<file path="config.mk">
export PLATFORM = sky130hd
export DESIGN_NAME = rns_crt_signed
export DESIGN_NICKNAME = d
export VERILOG_FILES = /design/src/rtl/rns_crt_pkg.sv /design/src/rtl/rns_term_gen.sv /design/src/rtl/rns_mod_acc.sv /design/src/rtl/rns_sign_fold.sv /design/src/rtl/rns_crt_signed.sv
export SDC_FILE = /design/constraint.sdc
export NUM_CORES = 1
export LEC_CHECK = 0
export BUFFER_PORTS_ARGS = -buffer_cell sky130_fd_sc_hd__buf_2
export CAP_MARGIN = 5
export CORE_MARGIN = 3
export CORE_UTILIZATION = 51
export CTS_BUF_LIST = sky130_fd_sc_hd__clkbuf_8
export DETAILED_ROUTE_END_ITERATION = 10
export PLACE_DENSITY = 0.77
export REMOVE_ABC_BUFFERS = 1
export SYNTH_ARGS = -nofsm -noshare
export SYNTH_HDL_FRONTEND = slang
export SYNTH_SLANG_ARGS = --single-unit
</file>
<file path="constraint.sdc">
create_clock -name clk -period 22.1 [get_ports clk]
set_clock_uncertainty 0.05 [all_clocks]
set_input_delay 4.42 -clock clk [delete_from_list [all_inputs] [get_ports clk]]
set_output_delay 4.42 -clock clk [all_outputs]
set_load 0.05 [all_outputs]
</file>
<file path="src/rtl/rns_crt_pkg.sv">
package rns_crt_pkg;

    localparam int NUM_MOD = 6;
    localparam int RES_W   = 4;
    localparam int IDX_W   = $clog2(NUM_MOD);

    localparam int unsigned MODULI [NUM_MOD] = '{5, 7, 8, 9, 11, 13};

    function automatic longint unsigned calc_range();
        longint unsigned prod;
        prod = 1;
        for (int i = 0; i < NUM_MOD; i++) begin
            prod = prod * longint'(MODULI[i]);
        end
        return prod;
    endfunction

    localparam longint unsigned DYN_RANGE = calc_range();
    localparam longint unsigned HALF_SPAN = (DYN_RANGE - 1) / 2;
    localparam int              ACC_W     = $clog2(DYN_RANGE);

    function automatic longint unsigned lane_weight(int lane);
        return DYN_RANGE / longint'(MODULI[lane]);
    endfunction

    function automatic longint unsigned lane_inverse(int lane);
        longint unsigned rem;
        longint unsigned md;
        md  = longint'(MODULI[lane]);
        rem = lane_weight(lane) % md;
        for (longint unsigned t = 1; t < md; t++) begin
            if (((rem * t) % md) == 1) begin
                return t;
            end
        end
        return 0;
    endfunction

    typedef enum logic [1:0] {
        ST_IDLE  = 2'd0,
        ST_ACCUM = 2'd1,
        ST_FOLD  = 2'd2
    } conv_state_e;

endpackage

</file>
<file path="src/rtl/rns_term_gen.sv">
module rns_term_gen
    import rns_crt_pkg::*;
#(
    parameter int LANES = NUM_MOD,
    parameter int FW    = RES_W,
    parameter int SW    = IDX_W,
    parameter int TW    = ACC_W
) (
    input  logic [LANES*FW-1:0] res_vec,
    input  logic [SW-1:0]       sel,
    output logic [TW-1:0]       term
);

    localparam int PW = 16;

    logic [TW-1:0] lane_term [LANES];

    for (genvar g = 0; g < LANES; g++) begin : g_lane
        localparam longint unsigned MOD_G = longint'(MODULI[g]);
        localparam longint unsigned WGT_G = lane_weight(g);
        localparam longint unsigned INV_G = lane_inverse(g);

        logic [FW-1:0] digit_in;
        logic [PW-1:0] scaled;
        logic [PW-1:0] digit_red;

        assign digit_in  = res_vec[g*FW +: FW];
        assign scaled    = PW'(digit_in) * PW'(INV_G);
        assign digit_red = scaled % PW'(MOD_G);
        assign lane_term[g] = TW'(64'(digit_red) * WGT_G);
    end

    always_comb begin
        term = '0;
        for (int i = 0; i < LANES; i++) begin
            if (sel == SW'(i)) begin
                term = lane_term[i];
            end
        end
    end

endmodule

</file>
<file path="src/rtl/rns_mod_acc.sv">
module rns_mod_acc
    import rns_crt_pkg::*;
#(
    parameter int              AW      = ACC_W,
    parameter longint unsigned MODULUS = DYN_RANGE
) (
    input  logic          clk,
    input  logic          rst,
    input  logic          clear,
    input  logic          add_en,
    input  logic [AW-1:0] term,
    output logic [AW-1:0] acc
);

    localparam logic [AW:0] MOD_W = (AW+1)'(MODULUS);

    logic [AW:0] sum_raw;
    logic [AW:0] sum_red;

    assign sum_raw = {1'b0, acc} + {1'b0, term};
    assign sum_red = (sum_raw >= MOD_W) ? (sum_raw - MOD_W) : sum_raw;

    always_ff @(posedge clk) begin
        if (rst || clear) begin
            acc <= '0;
        end else if (add_en) begin
            acc <= sum_red[AW-1:0];
        end
    end

    AST_ACC_BELOW_M: assert property (@(posedge clk) disable iff (rst)
        {1'b0, acc} < MOD_W);

    AST_TERM_BELOW_M: assert property (@(posedge clk) disable iff (rst)
        add_en |-> ({1'b0, term} < MOD_W));

endmodule

</file>
<file path="src/rtl/rns_sign_fold.sv">
module rns_sign_fold
    import rns_crt_pkg::*;
#(
    parameter int              AW      = ACC_W,
    parameter int              OW      = 20,
    parameter longint unsigned MODULUS = DYN_RANGE,
    parameter longint unsigned THRESH  = HALF_SPAN
) (
    input  logic [AW-1:0]        acc,
    output logic signed [OW-1:0] value
);

    localparam logic signed [OW-1:0] MOD_S = OW'(MODULUS);

    logic signed [OW-1:0] widened;
    logic                 above;

    assign widened = signed'(OW'(acc));
    assign above   = (acc > AW'(THRESH));

    always_comb begin
        if (above) begin
            value = widened - MOD_S;
        end else begin
            value = widened;
        end
    end

endmodule

</file>
<file path="src/rtl/rns_crt_signed.sv">
module rns_crt_signed
    import rns_crt_pkg::*;
#(
    parameter int FW = RES_W,
    parameter int OW = 20
) (
    input  logic                   clk,
    input  logic                   rst,
    input  logic                   in_valid,
    output logic                   in_ready,
    input  logic [NUM_MOD*FW-1:0]  in_res,
    output logic                   out_valid,
    output logic signed [OW-1:0]   out_data
);

    localparam logic [IDX_W-1:0]    LAST_IDX = IDX_W'(NUM_MOD - 1);
    localparam logic signed [OW-1:0] OUT_HI  = OW'(HALF_SPAN);
    localparam logic signed [OW-1:0] OUT_LO  = -OW'(DYN_RANGE - HALF_SPAN - 1);

    conv_state_e              state;
    conv_state_e              state_nxt;
    logic [IDX_W-1:0]         idx;
    logic [NUM_MOD*FW-1:0]    res_q;
    logic                     accept;
    logic [ACC_W-1:0]         term;
    logic [ACC_W-1:0]         acc;
    logic signed [OW-1:0]     folded;

    assign in_ready = (state == ST_IDLE);
    assign accept   = in_valid && in_ready;

    always_comb begin
        state_nxt = state;
        unique case (state)
            ST_IDLE:  if (in_valid)        state_nxt = ST_ACCUM;
            ST_ACCUM: if (idx == LAST_IDX) state_nxt = ST_FOLD;
            ST_FOLD:                       state_nxt = ST_IDLE;
            default:                       state_nxt = ST_IDLE;
        endcase
    end

    always_ff @(posedge clk) begin
        if (rst) begin
            state <= ST_IDLE;
            idx   <= '0;
            res_q <= '0;
        end else begin
            state <= state_nxt;
            if (accept) begin
                res_q <= in_res;
            end
            if (state == ST_ACCUM) begin
                idx <= idx + 1'b1;
            end else begin
                idx <= '0;
            end
        end
    end

    rns_term_gen #(
        .LANES (NUM_MOD),
        .FW    (FW),
        .SW    (IDX_W),
        .TW    (ACC_W)
    ) u_term (
        .res_vec (res_q),
        .sel     (idx),
        .term    (term)
    );

    rns_mod_acc #(
        .AW      (ACC_W),
        .MODULUS (DYN_RANGE)
    ) u_acc (
        .clk    (clk),
        .rst    (rst),
        .clear  (accept),
        .add_en (state == ST_ACCUM),
        .term   (term),
        .acc    (acc)
    );

    rns_sign_fold #(
        .AW      (ACC_W),
        .OW      (OW),
        .MODULUS (DYN_RANGE),
        .THRESH  (HALF_SPAN)
    ) u_fold (
        .acc   (acc),
        .value (folded)
    );

    always_ff @(posedge clk) begin
        if (rst) begin
            out_valid <= 1'b0;
            out_data  <= '0;
        end else begin
            out_valid <= (state == ST_FOLD);
            if (state == ST_FOLD) begin
                out_data <= folded;
            end
        end
    end

    for (genvar g = 0; g < NUM_MOD; g++) begin : g_chk
        AST_RESIDUE_IN_RANGE: assert property (@(posedge clk) disable iff (rst)
            accept |-> (32'(in_res[g*FW +: FW]) < MODULI[g]));
    end

    AST_READY_DROPS: assert property (@(posedge clk) disable iff (rst)
        accept |=> !in_ready);

    AST_PULSE_SINGLE: assert property (@(posedge clk) disable iff (rst)
        out_valid |=> !out_valid);

    AST_DATA_HOLD: assert property (@(posedge clk) disable iff (rst)
        !out_valid |-> $stable(out_data));

    AST_OUT_SPAN: assert property (@(posedge clk) disable iff (rst)
        out_valid |-> (out_data >= OUT_LO && out_data <= OUT_HI));

endmodule

</file>
Yosys cells after proc, flatten, opt, wreduce, memory -nomap -nowiden --
Cells that the tools add are included.
Cells by class: $add $sub $neg 4, multipliers 10, div/mod/pow operators 5, $lt $le $gt $ge 2, equal/unequal tests 9, shift operators 0, muxes and demuxes 11, bitwise gates (word level) 1, reduce and logical (&&, ||, !) cells 6
Operators by type and width (number):
- 19-bit 2-to-1 mux | 7
- 6-bit by 3-bit remainder unit with 16-bit output, second input constant | 2
- 7-bit by 4-bit remainder unit with 16-bit output, second input constant | 2
- 16-bit by 12-bit multiplier with 16-bit output, second input constant | 2
- 16-bit by 13-bit multiplier with 16-bit output, second input constant | 2
- 19-bit by 19-bit adder with 20-bit output | 1
- 20-bit by 19-bit >= comparator with 1-bit output, second input constant | 1
- 20-bit 2-to-1 mux | 1
- 19-bit by 19-bit subtractor with 20-bit output, second input constant | 1
- 19-bit by 18-bit > comparator with 1-bit output, second input constant | 1
- 3-bit by 16-bit multiplier with 19-bit output, second input constant | 1
- 19-bit subtractor, second input constant | 1
- 8-bit by 4-bit remainder unit with 16-bit output, second input constant | 1
- 16-bit by 14-bit multiplier with 16-bit output, second input constant | 1
- 4-bit by 2-bit multiplier with 6-bit output, second input constant | 2
- 4-bit by 3-bit multiplier with 7-bit output, second input constant | 1
- 3-bit by 2-bit equality test with 1-bit output, second input constant | 2
- 3-bit equality test, second input constant | 2
- 4-bit by 3-bit multiplier with 3-bit output, second input constant | 1
- 2-bit 2-to-1 mux | 2
- 2-bit != test, second input constant | 2
- 2-bit one-hot mux with 2 select lines | 1
- 3-bit by 1-bit adder with 3-bit output, second input constant | 1
- 3-bit by 1-bit equality test with 1-bit output, second input constant | 1
- other kinds (9) | 9
Word-level totals: bits in registers 69, bits in latches 0, memory bits (writable) 0, bits in read-only memories 0, input port bits 27, output and inout bits 22, word-level logic and storage cells 54, memories kept 0

Logic depth before layout (Yosys ltp) --
depth in word-level cells 12, mapped depth 61, gate-level depth less buffers 58

By module --
From an unflattened synthesis, not the netlist that was laid out.
Second synthesis, totals: cells, all modules 2467, area, all modules 19404.9 µm²
Modules (own cells, without submodules):
- rns_term_gen | instances 1, cells each 1907, area an instance 14943.1 µm², seq. area each 0.0 µm²
- rns_mod_acc | instances 1, cells each 266, area an instance 2063.2 µm², seq. area each 380.4 µm²
- rns_crt_signed | instances 1, cells each 216, area an instance 1836.8 µm², seq. area each 1001.0 µm²
- rns_sign_fold | instances 1, cells each 78, area an instance 561.8 µm², seq. area each 0.0 µm²

Least setup slack after synthesis --
OpenSTA, ideal clock, no wires.
kind reg2reg, start point reg res_q[0], end point reg u_acc.acc[4], library setup time 0.070 ns, arrival 12.527 ns, required time 21.980 ns, slack 9.454 ns, cell stages (with the launch flop) 55, buffers on the path 4, clock period less this slack 12.646 ns, path through dfxtp_1 -> ha_1 -> inv_1 -> fa_1 -> buf_6 -> xor2_2 -> a2111oi_1 -> nor2_1 -> ha_1 -> nand2b_1 -> clkbuf_1 -> o311a_1 -> a211oi_1 -> ha_1 -> inv_1 -> o311ai_1 -> or3_4 -> nor2_4 -> [19 not listed] -> ha_1 -> a21oi_1 -> o21ai_0 -> xnor2_1 -> xnor2_1 -> xnor2_1 -> o31ai_2 -> o221ai_2 -> a21oi_2 -> ha_1 -> inv_1 -> or3_1 -> o211ai_1 -> nand2_1 -> o21ai_0 -> clkbuf_1 -> mux2_2 -> a21oi_1
Between the ends: word-level cells in the longest chain between the ends 12, elaborated cells between the ends (all ways) 13, those cells by class add/sub (2); mul (2); div (1); order compare (1); mux (7)
RTL lines:
- start, declared | line rns_crt_signed.sv:23 | logic [NUM_MOD*FW-1:0] res_q;
- start signal, assigned | line rns_crt_signed.sv:50 | res_q <= in_res;
- 4-bit by 2-bit multiplier with 6-bit output * | line rns_term_gen.sv:28 | assign scaled = PW'(digit_in) * PW'(INV_G);
- 6-bit by 3-bit remainder unit with 16-bit output * | line rns_term_gen.sv:29 | assign digit_red = scaled % PW'(MOD_G);
- 16-bit by 14-bit multiplier with 16-bit output * | line rns_term_gen.sv:30 | assign lane_term[g] = TW'(64'(digit_red) * WGT_G);
- 19-bit 2-to-1 mux * (6 in series) | line rns_term_gen.sv:36 | if (sel == SW'(i)) begin
- 19-bit by 19-bit adder with 20-bit output * | line rns_mod_acc.sv:20 | assign sum_raw = {1'b0, acc} + {1'b0, term};
- 19-bit subtractor or 20-bit by 19-bit >= comparator with 1-bit output (tied branches) | line rns_mod_acc.sv:21 | assign sum_red = (sum_raw >= MOD_W) ? (sum_raw - MOD_W) : sum_raw;
- 19-bit 2-to-1 mux * | line rns_mod_acc.sv:21
- end signal, assigned | line rns_mod_acc.sv:27 | acc <= sum_red[AW-1:0];
- end, declared | line rns_mod_acc.sv:12 | output logic [AW-1:0] acc
Every way passes the cells marked *; elsewhere a longest branch is shown, timed or not. A chain may end at the register's enable or synchronous reset.

Worst setup path after layout --
start point reg res_q[0], end point reg u_acc.acc[13]
The elaborated chain is that of the path after synthesis.

==> summary.md <==
| Metric | Value |
|---|---|
| Seq/Total Area, Yosys | 7.18% |
| WL per Instance | 16.2 µm |
| Post-synth EDFFs | 0 |
| Hold crit path type | reg -> reg |
| Worst EP arrival | 15210 ps |
| Vias | 16.6k |
| H-tree levels | 3 |
| Max-slew headroom | 28.0% |
| RSZ-0062 raised after global routing | false |
| Final Hold Fails | 0 |
| Diode count | 0 |
| DR DRC count | 0 |
| Final setup fails | 0 |
| Asr flop ratio synth | 0% |
| Antenna violations before repair | 0 |
| YS warnings | 0 |
| Ys flop type | dfxtp_1 |
| Worst endpoint required time | 22340 ps |
| Fin. max-slew vios | 0 |
| Worst R2R Start | res_q[0] |
| Detailed placement HPWL | 38.0 mm |
| Critical path class | reg -> reg |
| CP dominant cell by count | ha_1 |
| Die area | 39500 µm² |
| Largest family of logic cells by synthesized area | adder cells |
| CTS Buf Count | 9 |
| Final period util | 67.8% |
| Tmin final | 14970 ps |
| Commonest non-fill, non-tap cells in the layout | inv_1 (388), ha_1 (287), nor2_1 (159), fa_1 (150), a21oi_1 (143) |
| First-pass GRT wire length | 76.8 mm |
| HP Start | out_data[16] |
| Nets@finish | 2828 |
| Hold endpoint | out_data[16] |
| Worst Max-Slew Pin Slew | 1070 ps |
| DRT antenna net count | 0 |
| R2R Setup Slk | 7130 ps |
| Synth Area in XOR/XNOR | 8.56% |
| Largest fanout on the critical path | 15 |
| Largest net degree at the start of global routing | 33 |
| IO Port Bufs | 47 |
| Final RePlAce weighted congestion | 0.919 |
| Fmax | 0.0668 GHz |
| Crit start category | register |
| Most common cell after layout, fill and taps aside | inv_1 |
| CP max stage cell | o21ai_1 |
| Post-synthesis compound-gate area fraction | 21.9% |
| Mux share of post-synthesis cell area | 1.88% |
| Synthesized area | 19000 µm² |
| Worst Setup SP | res_q[0] |
| Final TNS setup | 0 ps |
| Clk Tree Root Cell | clkbuf_8 |
| Reg2Reg Depth | 51 |
| Number of fill cells | 3436 |
| Die W | 199 µm |
| Post-CTS setup buffers | 0 |
| Vias in the first global route | 16.1k |
| Synth area leaders | ha_1 (19%), fa_1 (16%), inv_1 (7.7%) |
| Synth Register Bits | 68 |
| CTS Hold Bufs | 0 |
| Adder-Cell Fraction of Synth Area | 34.9% |
| R2r endpoint | u_acc.acc[13] |
| Iter 0 DRT Violations | 1038 |
| Total congestion overflow | 0 |
| Die span in y | 199 µm |
| Top-area cell type share of the netlist area | 18.9% |
| DRT Wirelength | 46.1 mm |
| Min-Delay Path Depth | 2 |
| Max-cap viol count | 0 |
| Post-DR vias/cell | 5.84 |
| Crit-path max cell delay | 780 ps |
| Layout cell share with drive strength beyond 1 | 6.88% |
| Status | finished, final reports clean |
| CTS tree | yes |
| Mean post-synth cell area | 8.02 µm² |
| Cells after synthesis | 2366 |
| Clock Tree Buf Depth | 2 |
| DR pass1 iterations | 5 |
| CTS Sinks | 68 |
| Worst Setup End Kind | register |
| PostCTS Resize Cnt | 0 |
| Clock slew at reported path FFs | 100 ps |
| Clk_lat worst skew | 400 ps |
| FP Rows | 70 |
| CORE AREA | 36600 µm² |
| Initial Util | 51.8% |
| Total GRT Usage | 23.2% |
| Synth unique cells | 133 |
| Area grow syn2layout | 4.20% |
| Post-synth top area cell | ha_1 |
| Post-Synth Simple-Gate Area | 16.1% |
| IO Pins | 49 |
[worst max path at each step]
| stage | end | slack (ps) | cells after the start |
|---|---|---|---|
| detailed placement | u_acc.acc[13] | 7290 | 51 |
| finish | u_acc.acc[13] | 7130 | 51 |
| CTS | u_acc.acc[13] | 7260 | 51 |
| global placement | u_acc.acc[13] | 7660 | 51 |
| global route | u_acc.acc[13] | 6080 | 51 |
| floorplan | u_acc.acc[13] | 8970 | 52 |
[stage by stage]
stage	worst slack (ps)	cells	cell area, µm²	hold WS [ps]	utilization (%)
6_report	7130	2837	19800	407	54.0
5_1_grt	6080	2837	19800	428	54.0
3_3_place_gp	7660	2821	19500	391	53.4
2_1_floorplan	8970	2302	18700	383	-
3_5_place_dp	7290	2821	19500	399	53.4
4_1_cts	7260	2837	19800	413	54.0
[layer usage]
metal | vias to the layer above | global-route usage, % | routed length (µm)
met5 | - | 0 | 0
met4 | 0 | 6.77 | 1230
met3 | 70 | 2.42 | 1930
met2 | 388 | 41.1 | 22500
met1 | 7915 | 29.8 | 20400
li1 | 8205 | - | -
[synthesized netlist by cell type (7+ instances only)]
| cell type | n |
|---|---|
| a211o_1 | 7 |
| a211oi_1 | 37 |
| a21boi_0 | 8 |
| a21o_1 | 30 |
| a21oi_1 | 144 |
| a221oi_1 | 12 |
| a22o_1 | 9 |
| a22oi_1 | 7 |
| a311oi_1 | 8 |
| a31oi_1 | 17 |
| and2_1 | 14 |
| and3_1 | 16 |
| buf_2 | 7 |
| clkbuf_1 | 46 |
| dfxtp_1 | 68 |
| fa_1 | 150 |
| ha_1 | 287 |
| inv_1 | 388 |
| mux2_2 | 8 |
| mux2i_1 | 20 |
| nand2_1 | 137 |
| nand2b_1 | 34 |
| nand3_1 | 42 |
| nand3b_1 | 7 |
| nand4_1 | 15 |
| nor2_1 | 160 |
| nor2b_1 | 30 |
| nor3_1 | 43 |
| nor4_1 | 10 |
| o211ai_1 | 21 |
| o21a_1 | 13 |
| o21ai_0 | 118 |
| o21ai_1 | 9 |
| o21bai_1 | 24 |
| o221ai_1 | 9 |
| o22ai_1 | 15 |
| o31ai_1 | 8 |
| or2_2 | 10 |
| or3_1 | 13 |
| xnor2_1 | 124 |
| xor2_1 | 52 |
[registers in the layout, indices dropped and copies added, names as in the netlist]
name       flops
res_q         23
out_data      20
u_acc.acc     19
idx            3
state          2
out_valid      1
[logic make-up after synthesis]
logic type,count (synthesis)
AO/OA/AOI/OAI,598
adder cells (fa/ha/maj),440
AND/OR/NAND/NOR,588
XOR/XNOR,181
buffers and inverters,459
multiplexers,32
flip-flops,68
[critical path, delay by kind of cell (launching register included)]
family                     cells  cell delay [ps]
AOI/OAI and AO/OA             15             4940
adders and majority gates     13             5210
buffers and inverters          6              490
DFF                            1              450
and+or+nand+nor               11             2240
xor gates and xnor gates       6             1500
[layout make-up]
class	count	area, µm²	area share [%]
clock inverter	6	95.1	0.481
sequential	68	1360	6.89
multi-input combinational	1839	15800	80.1
tap	468	586	2.96
timing repair buffer	51	265	1.34
inverter	395	1490	7.53
clock buffer	10	138	0.696
Power is not shown: default switching activity piles up to over one toggle a cycle in this logic, so the estimate is an artifact.
